**config.mk**
```make
export PLATFORM = sky130hd
export DESIGN_NAME = pll_status_irq
export DESIGN_NICKNAME = d
export VERILOG_FILES = /design/src/rtl/pllst_pkg.sv /design/src/rtl/pllst_sync.sv /design/src/rtl/pllst_flag.sv /design/src/rtl/pll_status_irq.sv
export SDC_FILE = /design/constraint.sdc
export NUM_CORES = 1
export LEC_CHECK = 0
export ABC_AREA = 1
export BUFFER_PORTS_ARGS = -buffer_cell sky130_fd_sc_hd__buf_2
export CAP_MARGIN = 25
export CORE_AREA = 2 2 39 41
export CTS_CLUSTER_SIZE = 30
export DETAILED_ROUTE_END_ITERATION = 10
export DIE_AREA = 0 0 41 43
export MAX_ROUTING_LAYER = met4
export PLACE_DENSITY_LB_ADDON = 0.05
export SYNTH_ARGS = -nofsm -noshare
export SYNTH_HDL_FRONTEND = slang
export SYNTH_SLANG_ARGS = --single-unit
```
**constraint.sdc**
```tcl
create_clock -name clk -period 1 [get_ports clk]
set_input_delay 0.05 -clock clk [delete_from_list [all_inputs] [get_ports clk]]
set_output_delay 0.05 -clock clk [all_outputs]
set_load 0.005 [all_outputs]
```
**src/rtl/pllst_pkg.sv**
```systemverilog
package pllst_pkg;
   localparam int CH_LOCK = 0;
   localparam int CH_LIMP = 1;
   localparam int NUM_CH  = 2;
endpackage

```
**src/rtl/pllst_sync.sv**
```systemverilog
module pllst_sync #(
   parameter int STAGES = 2
) (
   input  logic clk,
   input  logic rst_n,
   input  logic async_i,
   output logic level_o,
   output logic change_o
);
   logic [STAGES-1:0] chain;
   logic              prev;

   always_ff @(posedge clk or negedge rst_n) begin
      if (!rst_n) begin
         chain <= '0;
         prev  <= 1'b0;
      end else begin
         chain <= {chain[STAGES-2:0], async_i};
         prev  <= chain[STAGES-1];
      end
   end

   assign level_o  = chain[STAGES-1];
   assign change_o = chain[STAGES-1] ^ prev;
endmodule

```
**src/rtl/pllst_flag.sv**
```systemverilog
module pllst_flag (
   input  logic clk,
   input  logic rst_n,
   input  logic set_i,
   input  logic clr_i,
   input  logic hold_clr_i,
   output logic flag_o
);
   always_ff @(posedge clk or negedge rst_n) begin
      if (!rst_n)          flag_o <= 1'b0;
      else if (hold_clr_i) flag_o <= 1'b0;
      else if (set_i)      flag_o <= 1'b1;
      else if (clr_i)      flag_o <= 1'b0;
   end
endmodule

```
**src/rtl/pll_status_irq.sv**
```systemverilog
module pll_status_irq #(
   parameter int SYNC_STAGES   = 2,
   parameter int REG_W         = 8,
   parameter int LOCK_FLAG_POS = 7,
   parameter int LOCK_STAT_POS = 6,
   parameter int LH_FLAG_POS   = 1,
   parameter int LH_STAT_POS   = 0
) (
   input  logic             clk,
   input  logic             rst_n,
   input  logic             lock_async,
   input  logic             limp_async,
   input  logic             lock_ie,
   input  logic             limp_ie,
   input  logic             wr_en,
   input  logic [REG_W-1:0] wr_data,
   output logic [REG_W-1:0] rd_data,
   output logic             irq
);
   import pllst_pkg::*;

   generate
      if (SYNC_STAGES < 2) begin : g_bad_sync
         $error("SYNC_STAGES must be at least 2");
      end
      if (LOCK_FLAG_POS >= REG_W || LOCK_STAT_POS >= REG_W ||
          LH_FLAG_POS >= REG_W || LH_STAT_POS >= REG_W) begin : g_bad_pos
         $error("bit position outside register width");
      end
      if (LOCK_FLAG_POS == LOCK_STAT_POS || LOCK_FLAG_POS == LH_FLAG_POS ||
          LOCK_FLAG_POS == LH_STAT_POS || LOCK_STAT_POS == LH_FLAG_POS ||
          LOCK_STAT_POS == LH_STAT_POS || LH_FLAG_POS == LH_STAT_POS) begin : g_dup_pos
         $error("bit positions must be distinct");
      end
   endgenerate

   logic [NUM_CH-1:0] async_vec;
   logic [NUM_CH-1:0] level;
   logic [NUM_CH-1:0] evt;
   logic [NUM_CH-1:0] clr;
   logic [NUM_CH-1:0] hold;
   logic [NUM_CH-1:0] flag;
   logic              lh_evt;
   logic              limp_on;
   logic              unused_wr;

   assign async_vec[CH_LOCK] = lock_async;
   assign async_vec[CH_LIMP] = limp_async;
   assign limp_on            = level[CH_LIMP];
   assign lh_evt             = evt[CH_LIMP];

   assign clr[CH_LOCK]  = wr_en & wr_data[LOCK_FLAG_POS];
   assign clr[CH_LIMP]  = wr_en & wr_data[LH_FLAG_POS];
   assign hold[CH_LOCK] = limp_on;
   assign hold[CH_LIMP] = 1'b0;
   assign unused_wr     = ^wr_data;

   generate
      for (genvar c = 0; c < NUM_CH; c++) begin : g_ch
         pllst_sync #(.STAGES(SYNC_STAGES)) u_sync (
            .clk      (clk),
            .rst_n    (rst_n),
            .async_i  (async_vec[c]),
            .level_o  (level[c]),
            .change_o (evt[c])
         );
         pllst_flag u_flag (
            .clk        (clk),
            .rst_n      (rst_n),
            .set_i      (evt[c]),
            .clr_i      (clr[c]),
            .hold_clr_i (hold[c]),
            .flag_o     (flag[c])
         );
      end
   endgenerate

   logic lock_flag_vis;
   assign lock_flag_vis = flag[CH_LOCK] & ~limp_on;

   always_comb begin
      rd_data                = '0;
      rd_data[LOCK_FLAG_POS] = lock_flag_vis;
      rd_data[LOCK_STAT_POS] = level[CH_LOCK] & ~limp_on;
      rd_data[LH_FLAG_POS]   = flag[CH_LIMP];
      rd_data[LH_STAT_POS]   = limp_on;
   end

   assign irq = (lock_flag_vis & lock_ie) | (flag[CH_LIMP] & limp_ie);
endmodule

```
==> impl_metrics.csv, run 1 <==
group,metric,value,unit
global_route,grt_max_degree,9,
placed_design,place_inst,59,
yosys,ys_seq_area_frac,0.6061,
clocking,cts_htree_levels,1,
floorplan,num_rows,14,
placed_design,port_buffers,13,
timing,clock_skew,0.002786,ns
timing,rsz0062_at_grt,"true",
status,outcome,"complete, but fails checks",
critical_path,start_kind,"flop",
placed_design,dpl_worst_slack,0.1470,ns
global_route,grtUsageTotal,0.06785,
drt,vias_per_cell,3.621,
timing,timing.fmax,0.9756,GHz
clocking,insertion_delay,0.24,ns
global_route,grt_pass1_wl,676,um
floorplan,start_util,0.2387,
yosys,syn_avg_cell_area,9.715,um2
final_layout,stdcell_area,437.9,um2
drt,drtIter0Drc,1,
final_layout,num_antenna_cells,0,
drt,wire_per_inst,7.242,um
drt,drc,0,
final_layout,final_common_cell,"buf_2",
yosys,synth_cell_type_count,8,
yosys,ys_seq_elements,8,
critical_path,cp.arrival,0.97,ns
critical_path,cp.required,0.95,ns
global_route,antenna_found_initial,0,
placed_design,place_area,374.1,um2
final_layout,stdcell_count,66,
drt,drt-total-wl,478,um
final_layout,drive_gt1_frac,0.3800,
timing,drv_slew,0,
clocking,cts_num_sinks,8,
yosys,synth_area,330.3,um2
job,cap_violations,0,
critical_path,end_kind,"output pin",
clocking,clkTransAtPathRegs,0.05,ns
clocking,cts_buffer_depth,2,
drt,ant_nets,0,
power_and_ir_drop,p_leak,0.2398,nW
floorplan,die_height,43,um
power_and_ir_drop,power_density,1520,nW/um2
global_route,grt_pass1_vias,196,
drt,vias,239,
timing,setup_ws,-0.02498,ns
worst_hold_path,hold_class,"primary input to flop",
floorplan,die_w,41,um
critical_path,worst-path-max-fanout,5,
power_and_ir_drop,power,0.6655,mW
final_layout,areaGrowthSynthToFinish,32.58,%
final_layout,final_cell_mix,"buf_2, nand2_1, dfrtp_1",
clocking,cts_buffers,3,
placed_design,dp_hpwl,369.3,um
timing,final.min_clock_period,1.025,ns
power_and_ir_drop,vdd_drop_max,0.4798,mV
yosys,synth_cells,34,
floorplan,ios,24,
final_layout,final_nets,67,
clocking,cts-root-buf,"clkbuf_4",
drt,drt_first_pass_iters,3,
timing,period_share,1.025,
timing,setup_viol,1,
floorplan,fp.dieArea,1763,um2
floorplan,coreArea,1384,um2
clocking,cts_tree,"built",
critical_path,crit_type,"flop to output pin",
final_layout,fin_util,0.3165,
timing,timing.setup.tns,-0.02498,ns
status,violations,"negative setup slack",
yosys,ys_warn_count,0,
placed_design,gp_routability_congestion,0.6123,
timing,timing_hold_violations_final,0,
timing,worst_hold_slack,0.06424,ns
global_route,overflow,0,
==> critical path, stage by stage, from the launching register on <==
cell and delay (ns):
dfrtp_2 0.43, nor2_2 0.10, nand2_1 0.05, nand2_1 0.05, buf_2 0.10
==> synth_stat cells <==
cell type / number / area, um2
nand2_1: 11 / 41.29
dfrtp_1: 8 / 200.2
buf_4: 7 / 52.55
inv_1: 3 / 11.26
nor2_1: 2 / 7.510
a21oi_1: 1 / 5.000
conb_1: 1 / 3.750
xnor2_1: 1 / 8.760
==> power breakdown <==
| part | internal, mW | switching [mW] | total [mW] |
|---|---|---|---|
| clock | 0.136 | 0.0960 | 0.232 |
| combinational | 0.0427 | 0.0349 | 0.0776 |
| sequential | 0.344 | 0.0113 | 0.356 |
| total | 0.523 | 0.142 | 0.666 |
==> final cells by class <==
cell class / instances / area [um2]
well taps: 16 / 20.02
fillers: 150 / 945.9
flip-flops and latches: 8 / 201.4
clock buffers: 3 / 22.52
inverters: 3 / 11.26
repair buffers: 17 / 102.6
multi-input cells: 19 / 80.08
==> cells by family after synthesis <==
group | synth area share
compound gates | 0.01514
flops | 0.6061
buf+inv | 0.1932
xor+xnor | 0.02652
other cells | 0.01135
simple gates | 0.1477
==> registers in the layout, indices dropped and copies added (netlist names) <==
name / flops
g_ch.u_flag.flag_o: 2
g_ch.u_sync.prev: 2
g_ch.u_sync.chain: 4
==> per-layer routing <==
layer | GRT usage | wire, um | vias to the layer above
met5 | - | 0 | -
met4 | 0.1000 | 0 | 0
met3 | 0.03141 | 51 | 0
met2 | 0.08125 | 228 | 16
met1 | 0.06061 | 198 | 100
li1 | - | - | 123
==> repair_timing <==
action / CTS / global route
hold endpoints to repair: 10 / 0
hold buffers: 3 / 0
setup endpoints to repair: 2 / 1
gates resized for setup: 2 / 0
buffers inserted: 1 / 0
pin swaps: 1 / 0
==> path summary, 6_finish.rpt <==
path | from | end | slack (ns) | cells past startpoint
setup / recovery | g_ch[1].u_sync.chain[1] | irq | -0.02 | 4
min in group asynchronous | rst_n | g_ch[1].u_sync.chain[0] | 0.17 | 2
max in group asynchronous | rst_n | g_ch[1].u_sync.chain[1] | 0.65 | 2
setup reg to reg | g_ch[1].u_sync.chain[1] | g_ch[1].u_flag.flag_o | 0.11 | 3
hold reg to reg | g_ch[1].u_sync.chain[0] | g_ch[1].u_sync.chain[1] | 0.34 | 0
hold / removal | wr_data[1] | g_ch[1].u_flag.flag_o | 0.06 | 4
Note: power is estimated with default switching activity, not from simulation.
==> run 2: changes to the inputs <==
Settings changed: HOLD_SLACK_MARGIN set to 0.08.
==> run 2 against run 1 <==
Effect of this change:
- the flow still finishes with violations (negative setup slack)
- register-to-register slack hardly changed
- core utilization is 2.2 points higher
- via count is 7.1% higher
- flip-flop and latch count stayed put
- setup slack worse by 0.018 ns
- global-route usage is 0.63 points higher
- critical path type unchanged
- largest power group unchanged
==> impl_metrics.csv, run 2 (same netlist as run 1, synthesis figures left out) <==
group,metric,value,unit
timing,clock_skew,0.002652,ns
critical_path,cp.required,0.95,ns
critical_path,cpPeakStageDelay,0.43,ns
global_route,grt_max_degree,9,
clocking,cts_buffers,3,
critical_path,reg2regPathDepth,3,
critical_path,path_delay_family,"flip-flops",
timing,setup_viol,1,
critical_path,r2r_slack,0.11,ns
critical_path,worst_r2r_endpoint,"g_ch[1].u_flag.flag_o",
global_route,grt_pass1_wl,745,um
critical_path,crit_path_frequent_cell,"nand2_1",
clocking,cts_tree,"built",
clocking,cts_buffer_depth,2,
final_layout,final_nets,70,
job,cap_violations,0,
global_route,grtUsageTotal,0.07411,
clocking,clkTransAtPathRegs,0.05,ns
placed_design,dpl_worst_slack,0.1470,ns
clocking,insertion_delay,0.24,ns
global_route,overflow,0,
placed_design,gp_routability_congestion,0.6123,
clocking,cts_num_sinks,8,
final_layout,num_antenna_cells,0,
final_layout,largest_reg_flops,4,
timing,setup_ws,-0.04340,ns
critical_path,startpoint,"g_ch[1].u_sync.chain[1]",
critical_path,start_kind,"flop",
final_layout,areaGrowthSynthToFinish,41.67,%
global_route,antenna_found_initial,0,
final_layout,multiInputGateArea,80.08,um2
timing,final.min_clock_period,1.043,ns
power_and_ir_drop,p_leak,0.2523,nW
floorplan,fp.dieArea,1763,um2
placed_design,port_buffers,13,
drt,ant_nets,0,
final_layout,final_cell_mix,"buf_2, nand2_1, dfrtp_1",
floorplan,num_rows,14,
drt,drtIter0Drc,1,
final_layout,stdcell_area,467.9,um2
final_layout,fill_cells,146,
drt,vias_per_cell,3.710,
critical_path,worst-path-max-fanout,5,
timing,timing_hold_violations_final,0,
final_layout,seqCellArea,201.4,um2
floorplan,coreArea,1384,um2
status,outcome,"complete, but fails checks",
final_layout,drive_gt1_frac,0.3585,
power_and_ir_drop,vdd_drop_max,0.4857,mV
placed_design,place_area,374.1,um2
floorplan,start_util,0.2387,
timing,rsz0062_at_grt,"true",
drt,wire_per_inst,7.754,um
timing,timing.fmax,0.9584,GHz
timing,timing.setup.tns,-0.04340,ns
critical_path,r2r_start,"g_ch[1].u_sync.chain[1]",
final_layout,regMostFlops,"g_ch.u_sync.chain",
global_route,grt_pass1_vias,217,
drt,vias,256,
floorplan,die_w,41,um
final_layout,final_common_cell,"buf_2",
placed_design,dp_hpwl,369.3,um
drt,drc,0,
status,violations,"negative setup slack",
critical_path,cp_slowest_cell,"dfrtp_2",
critical_path,crit_cells,4,
timing,drv_slew,0,
floorplan,die_height,43,um
timing,worst_hold_slack,0.1738,ns
critical_path,cp.arrival,0.99,ns
timing,period_share,1.043,
critical_path,setup.worst_path.end,"irq",
clocking,cts-root-buf,"clkbuf_4",
drt,drt-total-wl,535,um
power_and_ir_drop,power_density,1443,nW/um2
critical_path,crit_chain,"nor2_2 -> nand2_1 -> nand2_1 -> buf_2",
drt,drt_first_pass_iters,2,
critical_path,crit_type,"flop to output pin",
clocking,cts_htree_levels,1,
critical_path,crit_buf_inv,1,
worst_hold_path,hold_class,"primary input to async pin",
final_layout,reg.largest.list,"g_ch.u_sync.chain x4, g_ch.u_flag.flag_o x2, g_ch.u_sync.prev x2",
floorplan,ios,24,
critical_path,end_kind,"output pin",
## run 2: changes by cell type in the layout (fill, tap and decap cells not counted), sizes merged
cell,change
dlygate4sd3,+3
## run 2: cell type report
class / instances / area share
tap: 16 / 0.04278
timing repair buffer: 20 / 0.2834
clock buffer: 3 / 0.04813
sequential: 8 / 0.4305
inverter: 3 / 0.02406
multi-input combinational: 19 / 0.1711
## run 2: layer usage
layer | GRT usage | up-vias | share of wire | wire, um
met5 | - | - | 0 | 0
met4 | 0.1000 | 0 | 0 | 0
met3 | 0.03141 | 0 | 0.080 | 43
met2 | 0.1000 | 16 | 0.52 | 280
met1 | 0.06061 | 110 | 0.39 | 211
li1 | - | 130 | - | -
## run 2: worst min path at each step
stage          startpoint                 endpoint  slack (ns)  cells past startpoint
2_1_floorplan       rst_n    g_ch[0].u_flag.flag_o       -0.25                      0
3_3_place_gp        rst_n  g_ch[1].u_sync.chain[0]       -0.10                      1
3_5_place_dp        rst_n  g_ch[1].u_sync.chain[0]       -0.10                      1
4_1_cts             rst_n  g_ch[1].u_sync.chain[0]        0.16                      2
5_1_grt             rst_n  g_ch[1].u_sync.chain[0]        0.18                      2
6_report            rst_n  g_ch[1].u_sync.chain[0]        0.17                      2
## run 2: repair_timing
item                                    CTS  global route
endpoints found under the setup margin    2             1
pin swaps                                 1             0
hold endpoints to repair                 12             0
resized for setup                         2             0
buffers inserted                          1             0
hold buffers                              6             0
## run 2: worst reg2reg max path, cell delays in order (launching register included)
cell and delay, ns:
dfrtp_2 0.43, buf_4 0.15, xnor2_1 0.14, nand2_1 0.06
## run 2: metrics by stage
step / total power, mW / utilization / std cells
floorplan: 0.4098 / - / 37
global placement: 0.4251 / 0.2703 / 59
detailed placement: 0.4269 / 0.2703 / 59
CTS: 0.6949 / 0.3382 / 69
global route: 0.7261 / 0.3382 / 69
finish: 0.6751 / 0.3382 / 69
## run 2: power by group
| group | switching (mW) | leakage, nW | total [mW] | internal [mW] |
|---|---|---|---|---|
| logic | 0.0371 | 0.147 | 0.0874 | 0.0503 |
| clock network | 0.0957 | 0.0138 | 0.232 | 0.136 |
| registers | 0.0113 | 0.0914 | 0.356 | 0.344 |
| total | 0.144 | 0.252 | 0.675 | 0.531 |
==> run 3: changes to the inputs <==
--- a/constraint.sdc
+++ b/constraint.sdc
@@ -3,2 +3,2 @@
 set_output_delay 0.05 -clock clk [all_outputs]
-set_load 0.005 [all_outputs]
+set_load 0.02 [all_outputs]
==> run 3 against run 2 <==
Effect of this change:
- the flow still finishes with violations (negative setup slack)
- total power up 5.4%
- first-iteration DRC count shrank 100%
- core utilization grew 0.63 points
- flip-flop and latch count unchanged
- clock skew about the same
- via count fell by 1.6%
- register-to-register slack about the same
- wire length is 1.3% higher
- maximum frequency decreased by 2.7%
- count of clock-buffer cells in the layout is the same
- critical endpoint unchanged
- sequential power barely moved
- critical path depth stayed put
==> impl_metrics.csv, run 3 (same netlist as run 1, synthesis figures left out) <==
group,metric,value,unit
status,outcome,"complete, but fails checks",
status,violations,"negative setup slack",
power_and_ir_drop,vdd_drop_max,0.4913,mV
timing,drv_slew,0,
global_route,grtUsageTotal,0.07307,
final_layout,final_cell_mix,"nand2_1, buf_2, dfrtp_1",
critical_path,crit_type,"flop to output pin",
placed_design,dpl_worst_slack,0.09547,ns
critical_path,worst_r2r_endpoint,"g_ch[1].u_flag.flag_o",
power_and_ir_drop,p_seq_frac,0.500,
final_layout,drive_gt1_frac,0.3585,
critical_path,cp.required,0.95,ns
placed_design,port_buffers,13,
floorplan,num_rows,14,
critical_path,end_kind,"output pin",
drt,ant_nets,0,
clocking,cts_tree,"built",
critical_path,r2r_slack,0.11,ns
clocking,clkTransAtPathRegs,0.05,ns
global_route,overflow,0,
timing,setup_ws,-0.07265,ns
timing,timing.setup.tns,-0.07265,ns
critical_path,start_kind,"flop",
timing,period_share,1.073,
global_route,grt_pass1_vias,205,
power_and_ir_drop,p_clk_frac,0.328,
final_layout,reg.largest.list,"g_ch.u_sync.chain x4, g_ch.u_flag.flag_o x2, g_ch.u_sync.prev x2",
final_layout,fill_cells,148,
floorplan,ios,24,
clocking,cts_htree_levels,1,
final_layout,num_antenna_cells,0,
floorplan,die_height,43,um
global_route,antenna_found_initial,0,
global_route,grt_max_degree,9,
power_and_ir_drop,pwr-share-comb,0.172,
power_and_ir_drop,p_int,0.5375,mW
final_layout,regMostFlops,"g_ch.u_sync.chain",
floorplan,fp.dieArea,1763,um2
worst_hold_path,hold_class,"primary input to async pin",
drt,wire_per_inst,7.855,um
clocking,cts_num_sinks,8,
global_route,top_usage_layer,"met4",
final_layout,multiInputGateArea,80.08,um2
critical_path,r2r_start,"g_ch[1].u_sync.chain[1]",
critical_path,cp.arrival,1.02,ns
clocking,cts-root-buf,"clkbuf_4",
drt,drt-total-wl,542,um
floorplan,coreArea,1384,um2
timing,setup_viol,1,
floorplan,die_w,41,um
power_and_ir_drop,swShare,0.2445,
timing,clock_skew,0.002334,ns
timing,final.min_clock_period,1.073,ns
power_and_ir_drop,switchingPower,0.1740,mW
timing,timing_hold_violations_final,0,
placed_design,place_inst,59,
drt,vias,252,
drt,vias_per_cell,3.652,
clocking,cts_buffer_depth,2,
job,cap_violations,0,
final_layout,stdcell_count,69,
timing,timing.fmax,0.9323,GHz
final_layout,largest_reg_flops,4,
timing,rsz0062_at_grt,"true",
final_layout,seqCellArea,201.4,um2
placed_design,place_area,374.1,um2
placed_design,dp_hpwl,369.3,um
power_and_ir_drop,p_leak,0.2546,nW
final_layout,areaGrowthSynthToFinish,44.32,%
power_and_ir_drop,power_density,1493,nW/um2
global_route,use_met1,0.06061,
drt,drtIter0Drc,0,
floorplan,start_util,0.2387,
drt,drc,0,
clocking,insertion_delay,0.24,ns
global_route,grt_use_met3,0.03141,
placed_design,gp_routability_congestion,0.6123,
final_layout,stdcell_area,476.7,um2
clocking,cts_buffers,3,
power_and_ir_drop,power,0.7115,mW
timing,worst_hold_slack,0.1774,ns
drt,drt_first_pass_iters,1,
final_layout,fin_util,0.3445,
global_route,grt_pass1_wl,724,um
critical_path,worst-path-max-fanout,5,
global_route,grtUsageMet2,0.09688,
final_layout,final_nets,70,
critical_path,reg2regPathDepth,3,
==> run 3: cell count changes in the layout (fill, tap and decap cells not counted) <==
cell / change
buf_2: -2
buf_4: +1
buf_6: +1
==> run 3: metal layers <==
layer,part of all wire,wire [um]
met4,0,0
met1,0.39,210
met2,0.51,274
met5,0,0
met3,0.11,57
==> run 3: worst max-delay path by stage <==
stage	end	cells past startpoint	from	slack, ns
2_1_floorplan	irq	3	g_ch[1].u_sync.chain[1]	0.20
3_3_place_gp	irq	4	g_ch[1].u_sync.chain[1]	0.11
3_5_place_dp	irq	4	g_ch[1].u_sync.chain[1]	0.1
4_1_cts	irq	4	g_ch[1].u_sync.chain[1]	-0.08
5_1_grt	irq	4	g_ch[1].u_sync.chain[1]	-0.16
6_report	irq	4	g_ch[1].u_sync.chain[1]	-0.07
==> run 3: cell type report <==
cell class                      instances  area share
Timing Repair Buffer                   20      0.2966
Inverter                                3     0.02362
Multi-Input combinational cell         19      0.1680
Sequential cell                         8      0.4226
Clock buffer                            3     0.04724
Tap cell                               16     0.04199
==> run 3: critical path: stages, from the launching register on <==
cell and delay, ns:
dfrtp_2 0.43, nor2_2 0.10, nand2_1 0.05, nand2_1 0.07
buf_6 0.12
==> run 3: power by group through the flow <==
stage	Sequential (mW)	Combinational [mW]	Clock [mW]
6_report	0.356	0.122	0.233
5_1_grt	0.358	0.138	0.266
4_1_cts	0.356	0.122	0.251
3_5_place_dp	0.362	0.0927	0
3_3_place_gp	0.360	0.0919	0
2_1_floorplan	0.359	0.0792	0
==> run 3: timing repair <==
item                       CTS  global route
hold buffers                 6             0
setup buffers                1             0
hold endpoints to repair    12             0
setup endpoints to repair    3             3
gates resized for setup      5             0
pin swaps                    1             1
